### config.mk
export PLATFORM = sky130hd
export DESIGN_NAME = irq_stack_seq
export DESIGN_NICKNAME = d
export VERILOG_FILES = /design/src/rtl/irq_seq_pkg.sv /design/src/rtl/irq_frame_map.sv /design/src/rtl/irq_req_gate.sv /design/src/rtl/irq_stack_seq.sv
export SDC_FILE = /design/constraint.sdc
export NUM_CORES = 1
export LEC_CHECK = 0
export BUFFER_PORTS_ARGS = -buffer_cell sky130_fd_sc_hd__buf_4
export CORE_MARGIN = 2
export CORE_UTILIZATION = 49
export DETAILED_ROUTE_END_ITERATION = 7
export HOLD_SLACK_MARGIN = 0.1
export PLACE_DENSITY = 0.92
export SETUP_SLACK_MARGIN = 0.1
export SYNTH_ARGS = -nofsm -noshare
export SYNTH_HDL_FRONTEND = slang
export SYNTH_SLANG_ARGS = --single-unit
export TNS_END_PERCENT = 10
### constraint.sdc
create_clock -name clk -period 2.9 [get_ports clk]
set_input_delay 0.145 -clock clk [delete_from_list [all_inputs] [get_ports clk]]
set_output_delay 0.145 -clock clk [all_outputs]
set_load 0.01 [all_outputs]
### src/rtl/irq_seq_pkg.sv
package irq_seq_pkg;
    typedef enum logic [2:0] {
        ST_IDLE,
        ST_PUSH,
        ST_MASK,
        ST_VHI,
        ST_VLO,
        ST_VFIN,
        ST_POP
    } seq_state_e;

    typedef enum logic [2:0] {
        RID_PC  = 3'd0,
        RID_X   = 3'd1,
        RID_Y   = 3'd2,
        RID_A   = 3'd3,
        RID_B   = 3'd4,
        RID_CCR = 3'd5
    } reg_id_e;

    localparam int NUM_REGS    = 6;
    localparam int FRAME_BYTES = 9;
endpackage

### src/rtl/irq_frame_map.sv
module irq_frame_map
    import irq_seq_pkg::*;
(
    input  logic [3:0] idx,
    output reg_id_e    reg_id,
    output logic       hi_byte
);
    // frame slot 0 is the first byte written (at the original SP)
    always_comb begin
        hi_byte = idx[0] && (idx < 4'd6);
        case (idx)
            4'd0, 4'd1: reg_id = RID_PC;
            4'd2, 4'd3: reg_id = RID_X;
            4'd4, 4'd5: reg_id = RID_Y;
            4'd6:       reg_id = RID_A;
            4'd7:       reg_id = RID_B;
            default:    reg_id = RID_CCR;
        endcase
    end
endmodule

### src/rtl/irq_req_gate.sv
module irq_req_gate #(
    parameter int DW    = 8,
    parameter int I_BIT = 4
) (
    input  logic          idle,
    input  logic          insn_done,
    input  logic          irq_n,
    input  logic          rti_cmd,
    input  logic [DW-1:0] ccr_in,
    output logic          take_irq,
    output logic          take_rti
);
    always_comb begin
        take_rti = idle && insn_done && rti_cmd;
        take_irq = idle && insn_done && !irq_n && !ccr_in[I_BIT] && !rti_cmd;
    end
endmodule

### src/rtl/irq_stack_seq.sv
module irq_stack_seq
    import irq_seq_pkg::*;
#(
    parameter int            AW       = 16,
    parameter int            DW       = 8,
    parameter int            I_BIT    = 4,
    parameter logic [AW-1:0] VEC_ADDR = 16'hFFF2
) (
    input  logic                clk,
    input  logic                rst_n,
    input  logic                irq_n,
    input  logic                insn_done,
    input  logic                rti_cmd,
    input  logic [2*DW-1:0]     pc_in,
    input  logic [2*DW-1:0]     x_in,
    input  logic [2*DW-1:0]     y_in,
    input  logic [DW-1:0]       a_in,
    input  logic [DW-1:0]       b_in,
    input  logic [DW-1:0]       ccr_in,
    input  logic [AW-1:0]       sp_in,
    output logic [AW-1:0]       mem_addr,
    output logic                mem_we,
    output logic [DW-1:0]       mem_wdata,
    output logic                mem_re,
    input  logic [DW-1:0]       mem_rdata,
    output logic [NUM_REGS-1:0] ld_sel,
    output logic [2*DW-1:0]     ld_data,
    output logic                sp_ld,
    output logic [AW-1:0]       sp_out,
    output logic                busy,
    output logic                done
);
    localparam logic [3:0]    LAST_IDX  = 4'(FRAME_BYTES - 1);
    localparam logic [AW-1:0] FRAME_LEN = AW'(FRAME_BYTES);
    localparam logic [DW-1:0] MASK_SET  = DW'(1) << I_BIT;

    typedef struct packed {
        seq_state_e    st;
        logic [3:0]    step;
        logic [AW-1:0] sp;
        logic [DW-1:0] hold;
    } seq_t;

    seq_t    seq_d, seq_q;
    logic    take_irq, take_rti;
    reg_id_e push_id, pop_id;
    logic    push_hi, pop_hi;
    logic [DW-1:0] push_byte;
    logic [3:0]    pop_idx;

    assign busy    = (seq_q.st != ST_IDLE);
    assign pop_idx = 4'(FRAME_BYTES) - seq_q.step;

    irq_req_gate #(.DW(DW), .I_BIT(I_BIT)) u_gate (
        .idle      (!busy),
        .insn_done (insn_done),
        .irq_n     (irq_n),
        .rti_cmd   (rti_cmd),
        .ccr_in    (ccr_in),
        .take_irq  (take_irq),
        .take_rti  (take_rti)
    );

    irq_frame_map u_push_map (.idx(seq_q.step), .reg_id(push_id), .hi_byte(push_hi));
    irq_frame_map u_pop_map  (.idx(pop_idx),    .reg_id(pop_id),  .hi_byte(pop_hi));

    always_comb begin
        case (push_id)
            RID_PC:  push_byte = push_hi ? pc_in[2*DW-1:DW] : pc_in[DW-1:0];
            RID_X:   push_byte = push_hi ? x_in[2*DW-1:DW]  : x_in[DW-1:0];
            RID_Y:   push_byte = push_hi ? y_in[2*DW-1:DW]  : y_in[DW-1:0];
            RID_A:   push_byte = a_in;
            RID_B:   push_byte = b_in;
            default: push_byte = ccr_in;
        endcase
    end

    always_comb begin
        seq_d     = seq_q;
        mem_addr  = '0;
        mem_we    = 1'b0;
        mem_wdata = '0;
        mem_re    = 1'b0;
        ld_sel    = '0;
        ld_data   = '0;
        sp_ld     = 1'b0;
        sp_out    = seq_q.sp;
        done      = 1'b0;
        case (seq_q.st)
            ST_IDLE: begin
                seq_d.step = '0;
                seq_d.sp   = sp_in;
                if (take_rti)      seq_d.st = ST_POP;
                else if (take_irq) seq_d.st = ST_PUSH;
            end
            ST_PUSH: begin
                mem_we    = 1'b1;
                mem_addr  = seq_q.sp - AW'(seq_q.step);
                mem_wdata = push_byte;
                if (seq_q.step == LAST_IDX) begin
                    seq_d.st   = ST_MASK;
                    seq_d.step = '0;
                end else begin
                    seq_d.step = seq_q.step + 4'd1;
                end
            end
            ST_MASK: begin
                ld_sel[RID_CCR] = 1'b1;
                ld_data         = {{DW{1'b0}}, ccr_in | MASK_SET};
                seq_d.st        = ST_VHI;
            end
            ST_VHI: begin
                mem_re   = 1'b1;
                mem_addr = VEC_ADDR;
                seq_d.st = ST_VLO;
            end
            ST_VLO: begin
                mem_re     = 1'b1;
                mem_addr   = VEC_ADDR + AW'(1);
                seq_d.hold = mem_rdata;
                seq_d.st   = ST_VFIN;
            end
            ST_VFIN: begin
                ld_sel[RID_PC] = 1'b1;
                ld_data        = {seq_q.hold, mem_rdata};
                done           = 1'b1;
                sp_ld          = 1'b1;
                sp_out         = seq_q.sp - FRAME_LEN;
                seq_d.st       = ST_IDLE;
            end
            ST_POP: begin
                if (seq_q.step <= LAST_IDX) begin
                    mem_re   = 1'b1;
                    mem_addr = seq_q.sp + AW'(seq_q.step) + AW'(1);
                end
                if (seq_q.step != 4'd0) begin
                    if (pop_hi) begin
                        seq_d.hold = mem_rdata;
                    end else begin
                        ld_sel[pop_id] = 1'b1;
                        ld_data = (pop_id inside {RID_PC, RID_X, RID_Y}) ?
                                  {seq_q.hold, mem_rdata} : {{DW{1'b0}}, mem_rdata};
                    end
                end
                if (seq_q.step == 4'(FRAME_BYTES)) begin
                    done     = 1'b1;
                    sp_ld    = 1'b1;
                    sp_out   = seq_q.sp + FRAME_LEN;
                    seq_d.st = ST_IDLE;
                end else begin
                    seq_d.step = seq_q.step + 4'd1;
                end
            end
            default: seq_d.st = ST_IDLE;
        endcase
    end

    always_ff @(posedge clk) begin
        if (!rst_n) seq_q <= '{st: ST_IDLE, step: '0, sp: '0, hold: '0};
        else        seq_q <= seq_d;
    end

    assert_push_descends_R3: assert property (@(posedge clk) disable iff (!rst_n)
        (mem_we && $past(mem_we)) |-> (mem_addr == $past(mem_addr) - AW'(1)));

    assert_pop_ascends_R6: assert property (@(posedge clk) disable iff (!rst_n)
        (seq_q.st == ST_POP && mem_re && $past(mem_re) && $past(seq_q.st == ST_POP))
        |-> (mem_addr == $past(mem_addr) + AW'(1)));

    assert_port_exclusive_R3: assert property (@(posedge clk) disable iff (!rst_n)
        !(mem_we && mem_re));

    assert_load_onehot_R6: assert property (@(posedge clk) disable iff (!rst_n)
        $onehot0(ld_sel));

    assert_done_single_R5: assert property (@(posedge clk) disable iff (!rst_n)
        done |=> !done);

    assert_no_masked_entry_R2: assert property (@(posedge clk) disable iff (!rst_n)
        (!busy && !rti_cmd && (ccr_in[I_BIT] || irq_n || !insn_done)) |=> !busy);
endmodule

==> reports/results.tsv, run 1 <==
stage	metric	value	unit
outcome	status	complete, no violations	
global_route	grt_pass1_vias	4623	
worst_setup_path	cp_max_fo	7	
logic_synthesis	ys_async_sr_fraction	0	
worst_setup_path	cp_slowest_stage_delay	0.41	ns
global_route	grtUsageMet1	0.456	
floorplanning	die_x	93.6	microns
detailed_routing	wl	15.1	mm
pwr	pwr_density_cell	409	nW/um^2
global_route	use_met2	0.508	
pwr	swShare	0.422	
worst_setup_path	cp.required	2.76	ns
detailed_routing	via_per_inst	6.27	
global_route	overflow	0	
cells_and_area	syn2layout_area_growth	39.8	%
timing	hold_viol	0	
clock_network	cts_made_buffers	5	
global_route	grtUsageMet3	0.0693	
logic_synthesis	syn_inst	545	
pwr	power.internal	1.30	mW
cells_and_area	largest_reg_flops	31	
logic_synthesis	avgSynthCellArea	7.22	sq um
timing	slew_headroom	0.542	
timing	min_period	2.81	ns
detailed_routing	ant_nets	0	
worst_setup_path	path_buf_inv	3	
logic_synthesis	yosys_warnings	0	
placement	dpl.hpwl	11.6	mm
worst_setup_path	crit_path_cell_trace	inv_2, ha_1, inv_1, fa_1, nor2b_1, o21a_1, or2_2, o221a_2, o21ai_0, buf_4	
timing	setup_viol	0	
worst_setup_path	reg2reg_from	seq_q[28]	
detailed_routing	wl_per_cell	18.7	microns
global_route	grt_max_degree	29	
cells_and_area	largest-register	seq_q	
detailed_routing	vias	5051	
worst_hold_path	min_path_type	primary input to flip-flop	
worst_setup_path	path_class	flip-flop to output pin	
cells_and_area	fin_util	0.708	
worst_setup_path	start_kind	flip-flop	
placement	port_buffers	167	
pwr	max-vdd-ir-drop	256	uV
pwr	power.switching	0.950	mW
timing	max_freq	356	MHz
floorplanning	ioPinCount	168	
logic_synthesis	ys_ff_latch	34	
floorplanning	initial_core_util	0.506	
worst_setup_path	arrival	2.67	ns
cells_and_area	top_regs	seq_q (31)	
worst_setup_path	ff2ff_setup_slack	0.41	ns
placement	placed_cell_area	5280	sq um
global_route	grt_first_pass_wirelength	22.9	mm
logic_synthesis	syn_area	3930	sq um
timing	rsz0062_at_grt	true	
run	drv_cap	0	
global_route	busiest_layer	met2	
clock_network	cts.sinks	34	
detailed_routing	drc	0	
pwr	power.share.clock	0.167	
cells_and_area	drive_gt1_frac	0.313	
cells_and_area	fin_area	5500	sq um
global_route	grt_antenna_before_repair	0	
timing	max_slew.worst_pin.slew	0.681	ns
floorplanning	die_y	93.6	microns
cells_and_area	n_fill_cell	617	
worst_setup_path	end_kind	output pin	
detailed_routing	dr.pass1.iters	5	
cells_and_area	diodes	0	
clock_network	h-tree-depth	2	
pwr	combPwrFrac	0.561	
global_route	grtUsageTotal	0.328	
clock_network	cts_root_buffer	clkbuf_8	
clock_network	clkTransAtPathRegs	0.07	ns
timing	skew	0.00826	ns
worst_hold_path	min_to	seq_q[10]	
pwr	pwr-share-seq	0.272	
pwr	total_power	2.25	mW
floorplanning	rows	32	
timing	maxSlewViolCount	0	
pwr	p_leak	2.55	nW
logic_synthesis	synth_flop_cell	dfxtp_1	
clock_network	clk_latency	0.30	ns
clock_network	max-clock-path-buffers	2	
floorplanning	die-area	8760	sq um
detailed_routing	drt-initial-drc-count	633	
floorplanning	core-area	7770	sq um
logic_synthesis	synth.net_count	665	
cells_and_area	nets	823	
logic_synthesis	post_synth_num_cell_types	62	
worst_setup_path	critPathTopFamily	compound AO/OA/AOI/OAI gates	
placement	place.gp.congestion	0.981	
worst_hold_path	min_from	sp_in[2]	
worst_setup_path	crit_slowest_cell	fa_1	
logic_synthesis	yosysSeqAreaShare	0.173	
logic_synthesis	synth-edff-count	0	
placement	dp_cells	789	
worst_setup_path	reg2reg_depth	7	
timing	fin_crit_sh	0.969	
worst_hold_path	hold_depth	3	
cells_and_area	post_layout_nonfiller_instances	806	
clock_network	cts_tree	yes	
[synth_stat cells (all sizes together), types with 3 or more instances]
cell type	number	area (sq um)
a21oi	49	245
nand2b	3	18.8
nor3b	6	45.0
o21a	8	60.1
a221oi	6	52.6
and2	16	100
a22o	7	61.3
a211oi	4	30.0
and3	4	25.0
nor4	4	31.3
inv	16	60.1
nor2b	11	68.8
mux2i	34	340
xor2	9	78.8
or3	6	37.5
a22oi	4	30.0
ha	17	213
o211ai	9	67.6
xnor2	19	166
a21o	3	22.5
nand3	8	40.0
nor3	10	55.1
nor2	38	143
dfxtp	34	681
nand4	6	37.5
clkbuf	31	116
o22ai	12	75.1
o221ai	3	32.5
a31oi	10	62.6
nand3b	5	37.5
o21ai	37	185
nand2	62	233
buf	13	70.1
o221a	11	124
[tightest hold or removal path: stages]
cell,delay (ns)
buf_4,0.11
nand2_1,0.05
a21oi_1,0.05
[final cells by class]
| type | count | area (sq um) | share of cell area |
|---|---|---|---|
| multi-input combinational | 449 | 3020 | 0.549 |
| timing repair buffer | 195 | 1510 | 0.274 |
| sequential | 34 | 682 | 0.124 |
| tap | 102 | 128 | 0.0232 |
| clock buffer | 6 | 82.6 | 0.0150 |
| inverter | 18 | 67.6 | 0.0123 |
| clock inverter | 2 | 12.5 | 0.00228 |
[worst max-delay path by stage]
stage | start | to | slack, ns | cells past startpoint
final | seq_q[8] | mem_addr[4] | 0.09 | 10
after global placement | seq_q[8] | mem_addr[4] | 0.40 | 10
after detailed placement | seq_q[26] | ld_data[9] | 0.27 | 8
after floorplan | seq_q[24] | mem_addr[4] | 0.32 | 10
after CTS | seq_q[8] | mem_addr[4] | 0.02 | 10
after global routing | seq_q[9] | mem_addr[15] | -0.03 | 9
[power groups by stage]
stage	logic [mW]	clock network, mW	registers, mW
after CTS	1.23	0.378	0.603
after floorplan	0.776	0	0.554
after global placement	1.18	0	0.608
final	1.26	0.376	0.611
after detailed placement	1.21	0	0.614
after global routing	1.35	0.398	0.616
[cell families after synthesis]
logic type               count (synthesis)  synth area share
adder cells (fa/ha/maj)                 19            0.0642
buffers and inverters                   62            0.0646
AO/OA/AOI/OAI                          180             0.303
XOR/XNOR                                28            0.0623
AND/OR/NAND/NOR                        188             0.246
flip-flops                              34             0.173
multiplexers                            34            0.0865
[layer usage]
metal | wire length [microns] | up-vias
li1 | - | 2311
met1 | 6070 | 2344
met2 | 7120 | 345
met3 | 1500 | 51
met4 | 384 | 0
met5 | 0 | -
[cells in the final DEF (no fill, tap or decap), types with 10 or more instances in the layout]
cell,count
o21ai_0,36
ha_1,17
mux2i_1,34
and2_1,16
inv_1,13
nor2b_1,11
nand2_1,62
o22ai_1,12
buf_4,186
nor2_1,38
xnor2_1,19
dfxtp_1,33
a31oi_1,10
o221a_2,11
a21oi_1,49
[metrics by stage]
stage | TNS, ns | setup WS, ns | hold slack [ns]
2_1_floorplan | 0 | 0.324 | 0.267
3_3_place_gp | 0 | 0.404 | 0.388
3_5_place_dp | 0 | 0.272 | 0.404
4_1_cts | 0 | 0.0245 | 0.100
5_1_grt | -0.0473 | -0.0314 | 0.112
6_report | 0 | 0.0890 | 0.101
[repair_timing]
action,CTS,global route
endpoints found under the hold margin,7,0
setup endpoints to repair,12,18
setup buffers,0,2
pin swaps,0,0
hold buffers,7,0
resized for setup,2,5
No activity file was read; power rests on OpenSTA's default activity.
==> run 2, diff against run 1 <==
--- a/config.mk
+++ b/config.mk
@@ -10,7 +10,7 @@
 export CORE_UTILIZATION = 49
 export DETAILED_ROUTE_END_ITERATION = 7
 export HOLD_SLACK_MARGIN = 0.1
-export PLACE_DENSITY = 0.92
+export PLACE_DENSITY = 0.87
 export SETUP_SLACK_MARGIN = 0.1
 export SYNTH_ARGS = -nofsm -noshare
 export SYNTH_HDL_FRONTEND = slang
==> reports/results.tsv, run 2 (synthesis results as in run 1) <==
stage	metric	value	unit	change
global_route	grt_antenna_before_repair	0		unchanged
placement	pre_cts_ws	0.269	ns	-0.00244 ns
worst_hold_path	min_path_type	primary input to flip-flop		
worst_setup_path	reg2reg_depth	7		unchanged
timing	rsz0062_at_grt	true		
worst_setup_path	ff2ff_setup_slack	0.37	ns	-0.04 ns
detailed_routing	drt-initial-drc-count	536		-15%
floorplanning	core-area	7770	sq um	unchanged
cells_and_area	diodes	0		unchanged
detailed_routing	ant_nets	0		unchanged
pwr	total_power	2.39	mW	+6.2%
timing	setup_slack	0.182	ns	+0.0928 ns
pwr	max-vdd-ir-drop	242	uV	-5.6%
cells_and_area	nets	817		-0.73%
clock_network	clk_latency	0.30	ns	about the same
worst_setup_path	crit_path_cell_trace	inv_4, ha_1, inv_1, fa_2, nor2b_1, o21a_2, or2_2, o221a_2, o21ai_0, buf_4		
worst_hold_path	min_to	seq_q[0]		
placement	dpl.hpwl	11.8	mm	+1.5%
global_route	overflow	0		unchanged
worst_setup_path	reg2reg_from	seq_q[28]		
clock_network	clkTransAtPathRegs	0.08	ns	about the same
clock_network	postCtsSetupBuffers	0		unchanged
timing	skew	0.00993	ns	+0.00167 ns
worst_setup_path	end_kind	output pin		
detailed_routing	via_per_inst	6.17		-1.5%
clock_network	h-tree-depth	2		unchanged
worst_setup_path	critPathTopFamily	compound AO/OA/AOI/OAI gates		
cells_and_area	fin_util	0.705		-0.00322
global_route	grt_max_degree	29		unchanged
floorplanning	die_x	93.6	microns	unchanged
global_route	grt_first_pass_wirelength	23.0	mm	+0.48%
worst_hold_path	min_from	mem_rdata[0]		
worst_setup_path	start_kind	flip-flop		
clock_network	cts_made_buffers	5		unchanged
cells_and_area	final_common_cell	buf_4		
worst_setup_path	cp.required	2.76	ns	about the same
timing	min_period	2.72	ns	-0.0928 ns
global_route	grt_pass1_vias	4545		-1.7%
timing	max_slew.worst_pin.slew	0.600	ns	-0.0812 ns
cells_and_area	syn2layout_area_growth	39.2	%	
floorplanning	die_y	93.6	microns	unchanged
cells_and_area	top_regs	seq_q (31)		
cells_and_area	fin_area	5470	sq um	-0.45%
timing	fin_tns_setup	0	ns	unchanged
detailed_routing	wl_per_cell	18.6	microns	-0.35%
global_route	grtUsageTotal	0.329		+0.000793
placement	port_buffers	167		unchanged
pwr	p_leak	2.54	nW	-0.59%
worst_setup_path	path_buf_inv	3		unchanged
worst_setup_path	cp_slowest_stage_delay	0.37	ns	-0.04 ns
outcome	status	complete, no violations		
placement	place.gp.congestion	0.957		-2.4%
detailed_routing	drc	0		unchanged
clock_network	cts.sinks	34		unchanged
floorplanning	initial_core_util	0.506		unchanged
cells_and_area	largest_reg_flops	31		unchanged
clock_network	cts_root_buffer	clkbuf_8		
worst_setup_path	path_class	flip-flop to output pin		
detailed_routing	dr.pass1.iters	7		+2
clock_network	max-clock-path-buffers	2		unchanged
cells_and_area	drive_gt1_frac	0.314		+0.00125
timing	max_freq	368	MHz	+3.4%
worst_setup_path	arrival	2.57	ns	-0.10 ns
placement	placed_cell_area	5260	sq um	-0.52%
pwr	pwr_density_cell	436	nW/um^2	+6.6%
cells_and_area	largest-register	seq_q		
floorplanning	die-area	8760	sq um	unchanged
cells_and_area	mostFrequentLayoutCells	184 x buf_4, 62 x nand2_1, 49 x a21oi_1		
worst_setup_path	cp_max_fo	7		unchanged
floorplanning	rows	32		unchanged
timing	fin_crit_sh	0.937		-0.0320
floorplanning	ioPinCount	168		unchanged
timing	slew_headroom	0.597		+0.0546
detailed_routing	vias	4936		-2.3%
timing	maxSlewViolCount	0		unchanged
run	drv_cap	0		unchanged
timing	hold_viol	0		unchanged
detailed_routing	wl	14.9	mm	-1.1%
clock_network	cts_tree	yes		
worst_setup_path	crit_slowest_cell	dfxtp_2		
timing	setup_viol	0		unchanged
worst_hold_path	hold_depth	3		unchanged
[run 2: worst max path at each step]
| stage | start | end | slack (ns) | cells past startpoint |
|---|---|---|---|---|
| after global placement | seq_q[8] | mem_addr[4] | 0.39 | 10 |
| after global routing | seq_q[8] | mem_addr[4] | 0.07 | 10 |
| final | seq_q[8] | mem_addr[4] | 0.18 | 10 |
| after floorplan | seq_q[24] | mem_addr[4] | 0.32 | 10 |
| after detailed placement | seq_q[26] | ld_data[14] | 0.27 | 8 |
| after CTS | seq_q[8] | mem_addr[4] | 0.11 | 10 |
[run 2: per-layer routing]
layer | up-vias | track usage | share of wire
met2 | 331 | 0.520 | 0.46
met5 | - | 0 | 0
li1 | 2295 | - | -
met1 | 2253 | 0.451 | 0.41
met4 | 0 | 0.0882 | 0.026
met3 | 57 | 0.0749 | 0.11
[run 2: stage by stage]
step | cells | hold slack, ns
after floorplan | 545 | 0.267
after global placement | 787 | 0.388
after detailed placement | 787 | 0.401
after CTS | 800 | 0.100
after global routing | 800 | 0.109
final | 800 | 0.0956
[run 2: worst min-delay path, stage by stage]
cell and delay (ns):
buf_4 0.09, mux2i_1 0.05, nor2_1 0.07
[run 2: power by group]
part | internal, mW | leakage [nW] | total (mW) | switching [mW]
logic | 0.577 | 2.19 | 1.23 | 0.658
clock network | 0.345 | 0.0683 | 0.539 | 0.194
registers | 0.515 | 0.279 | 0.614 | 0.0989
total | 1.44 | 2.54 | 2.39 | 0.951
[run 2: repair_timing]
item / CTS / global route
gates resized for setup: 6 / 5
hold endpoints to repair: 5 / 0
hold buffers: 5 / 0
pin swaps: 0 / 0
endpoints found under the setup margin: 12 / 18
[run 2: layout make-up]
class,count,area (sq um)
Inverter,18,70.1
Tap cell,102,128
Fill cell,653,2290
Sequential cell,34,683
Multi-Input combinational cell,449,3020
Clock inverter,3,68.8
Timing Repair Buffer,189,1430
Clock buffer,5,68.8
==> run 3, diff against run 2 <==
--- a/config.mk
+++ b/config.mk
@@ -5,12 +5,14 @@
 export SDC_FILE = /design/constraint.sdc
 export NUM_CORES = 1
 export LEC_CHECK = 0
+export ABC_CLOCK_PERIOD_IN_PS = 2900
 export BUFFER_PORTS_ARGS = -buffer_cell sky130_fd_sc_hd__buf_4
 export CORE_MARGIN = 2
 export CORE_UTILIZATION = 49
 export DETAILED_ROUTE_END_ITERATION = 7
 export HOLD_SLACK_MARGIN = 0.1
 export PLACE_DENSITY = 0.87
+export RECOVER_POWER = 50
 export SETUP_SLACK_MARGIN = 0.1
 export SYNTH_ARGS = -nofsm -noshare
 export SYNTH_HDL_FRONTEND = slang
==> reports/results.tsv, run 3 (synthesis results as in run 1) <==
stage	metric	value	unit	change
clock_network	clkTransAtPathRegs	0.08	ns	about the same
detailed_routing	vias	4944		+0.16%
floorplanning	die_x	93.6	microns	unchanged
cells_and_area	largest-register	seq_q		
timing	rsz0062_at_grt	true		
cells_and_area	final_common_cell	buf_4		
timing	max_slew.worst_pin.slew	0.755	ns	+0.155 ns
floorplanning	initial_core_util	0.506		unchanged
worst_setup_path	start_kind	flip-flop		
worst_hold_path	min_from	mem_rdata[0]		
clock_network	cts_made_buffers	5		unchanged
cells_and_area	post_layout_nonfiller_instances	800		unchanged
detailed_routing	dr.pass1.iters	5		-2
cells_and_area	diodes	0		unchanged
timing	slew_headroom	0.496		-0.100
cells_and_area	largest_reg_flops	31		unchanged
global_route	grt_max_degree	29		unchanged
worst_setup_path	path_class	flip-flop to output pin		
pwr	p_leak	2.47	nW	-2.8%
cells_and_area	fin_area	5410	sq um	-1.2%
timing	max_freq	367	MHz	-0.17%
cells_and_area	top_regs	seq_q (31)		
placement	port_buffers	167		unchanged
outcome	status	complete, no violations		
global_route	grtUsageTotal	0.329		unchanged
clock_network	h-tree-depth	2		unchanged
detailed_routing	ant_nets	0		unchanged
run	drv_cap	0		unchanged
cells_and_area	syn2layout_area_growth	37.5	%	
placement	pre_cts_ws	0.269	ns	unchanged
timing	hold_viol	0		unchanged
worst_setup_path	arrival	2.58	ns	about the same
floorplanning	ioPinCount	168		unchanged
floorplanning	core-area	7770	sq um	unchanged
global_route	grt_antenna_before_repair	0		unchanged
cells_and_area	nets	817		unchanged
detailed_routing	via_per_inst	6.18		+0.16%
floorplanning	die_y	93.6	microns	unchanged
placement	placed_cell_area	5260	sq um	unchanged
global_route	grt_pass1_vias	4545		unchanged
worst_setup_path	cp.required	2.76	ns	about the same
timing	min_period	2.72	ns	+0.00462 ns
worst_setup_path	end_kind	output pin		
placement	dp_cells	787		unchanged
detailed_routing	wl	15.0	mm	+0.34%
pwr	total_power	2.36	mW	-1.2%
floorplanning	rows	32		unchanged
floorplanning	die-area	8760	sq um	unchanged
timing	skew	0.0102	ns	+0.000247 ns
placement	dpl.hpwl	11.8	mm	unchanged
clock_network	cts.sinks	34		unchanged
timing	maxSlewViolCount	0		unchanged
timing	setup_slack	0.177	ns	-0.00462 ns
worst_setup_path	reg2reg_from	seq_q[28]		
cells_and_area	mostFrequentLayoutCells	168 x buf_4, 62 x nand2_1, 49 x a21oi_1		
clock_network	cts_tree	yes		
clock_network	clk_latency	0.30	ns	about the same
detailed_routing	drc	0		unchanged
timing	fin_crit_sh	0.939		+0.00159
global_route	grt_first_pass_wirelength	23.0	mm	unchanged
pwr	max-vdd-ir-drop	239	uV	-1.3%
worst_setup_path	ff2ff_setup_slack	0.42	ns	+0.05 ns
cells_and_area	drive_gt1_frac	0.289		-0.0244
placement	place.gp.congestion	0.957		unchanged
timing	setup_viol	0		unchanged
worst_setup_path	cp_max_fo	7		unchanged
detailed_routing	drt-initial-drc-count	495		-7.6%
timing	fin_tns_setup	0	ns	unchanged
clock_network	cts_root_buffer	clkbuf_8		
global_route	overflow	0		unchanged
worst_hold_path	min_path_type	primary input to flip-flop		
worst_setup_path	crit_start	seq_q[8]		
clock_network	max-clock-path-buffers	2		unchanged
pwr	pwr_density_cell	436	nW/um^2	about the same
detailed_routing	wl_per_cell	18.7	microns	+0.34%
run 3: cell count changes in the layout (fill, tap and decap cells not counted):
| cell | previous run | this run |
|---|---|---|
| and2_0 | 0 | 4 |
| buf_4 | 184 | 168 |
| clkbuf_1 | 0 | 16 |
| nor3_2 | 1 | 0 |
| nor3_1 | 9 | 10 |
| and2_1 | 16 | 12 |
run 3: path summary, 6_finish.rpt:
| kind | depth (start not counted) | to |
|---|---|---|
| max | 10 | mem_addr[4] |
| min | 3 | seq_q[0] |
| max reg2reg | 7 | flip-flop |
| min reg2reg | 2 | seq_q[14] |
run 3: cell type report:
| class | instances | area, sq um |
|---|---|---|
| clock buffer | 5 | 68.8 |
| tap | 102 | 128 |
| sequential | 34 | 683 |
| timing repair buffer | 189 | 1370 |
| inverter | 18 | 70.1 |
| fill | 675 | 2360 |
| multi-input combinational | 449 | 3020 |
| clock inverter | 3 | 68.8 |
run 3: worst max-delay path: stages (launching register included):
cell	delay, ns
dfxtp_2	0.37
inv_4	0.10
ha_1	0.16
inv_1	0.05
fa_2	0.35
nor2b_1	0.14
o21a_2	0.24
or2_2	0.30
o221a_2	0.27
o21ai_0	0.16
buf_4	0.14
run 3: report_power, final:
group          internal, mW  switching (mW)
clock                 0.345           0.195
sequential            0.515          0.0975
combinational         0.549           0.658
run 3: metal layers:
layer / wire [microns] / vias up / global-route usage
met1: 6200 / 2293 / 0.451
met2: 6880 / 307 / 0.520
met5: 0 / - / 0
li1: - / 2299 / -
met4: 348 / 0 / 0.0882
met3: 1530 / 45 / 0.0749
run 3: repair_timing:
action / in CTS / in global routing
endpoints found under the setup margin: 12 / 18
gates resized for setup: 6 / 5
hold buffers: 5 / 0
hold endpoints to repair: 5 / 0
buffers inserted: 0 / 0
run 3: through the flow:
step                hold slack, ns   util
global placement             0.388  0.677
CTS                          0.100  0.702
detailed placement           0.401  0.677
floorplan                    0.267      -
global route                 0.109  0.696
finish                      0.0959  0.696
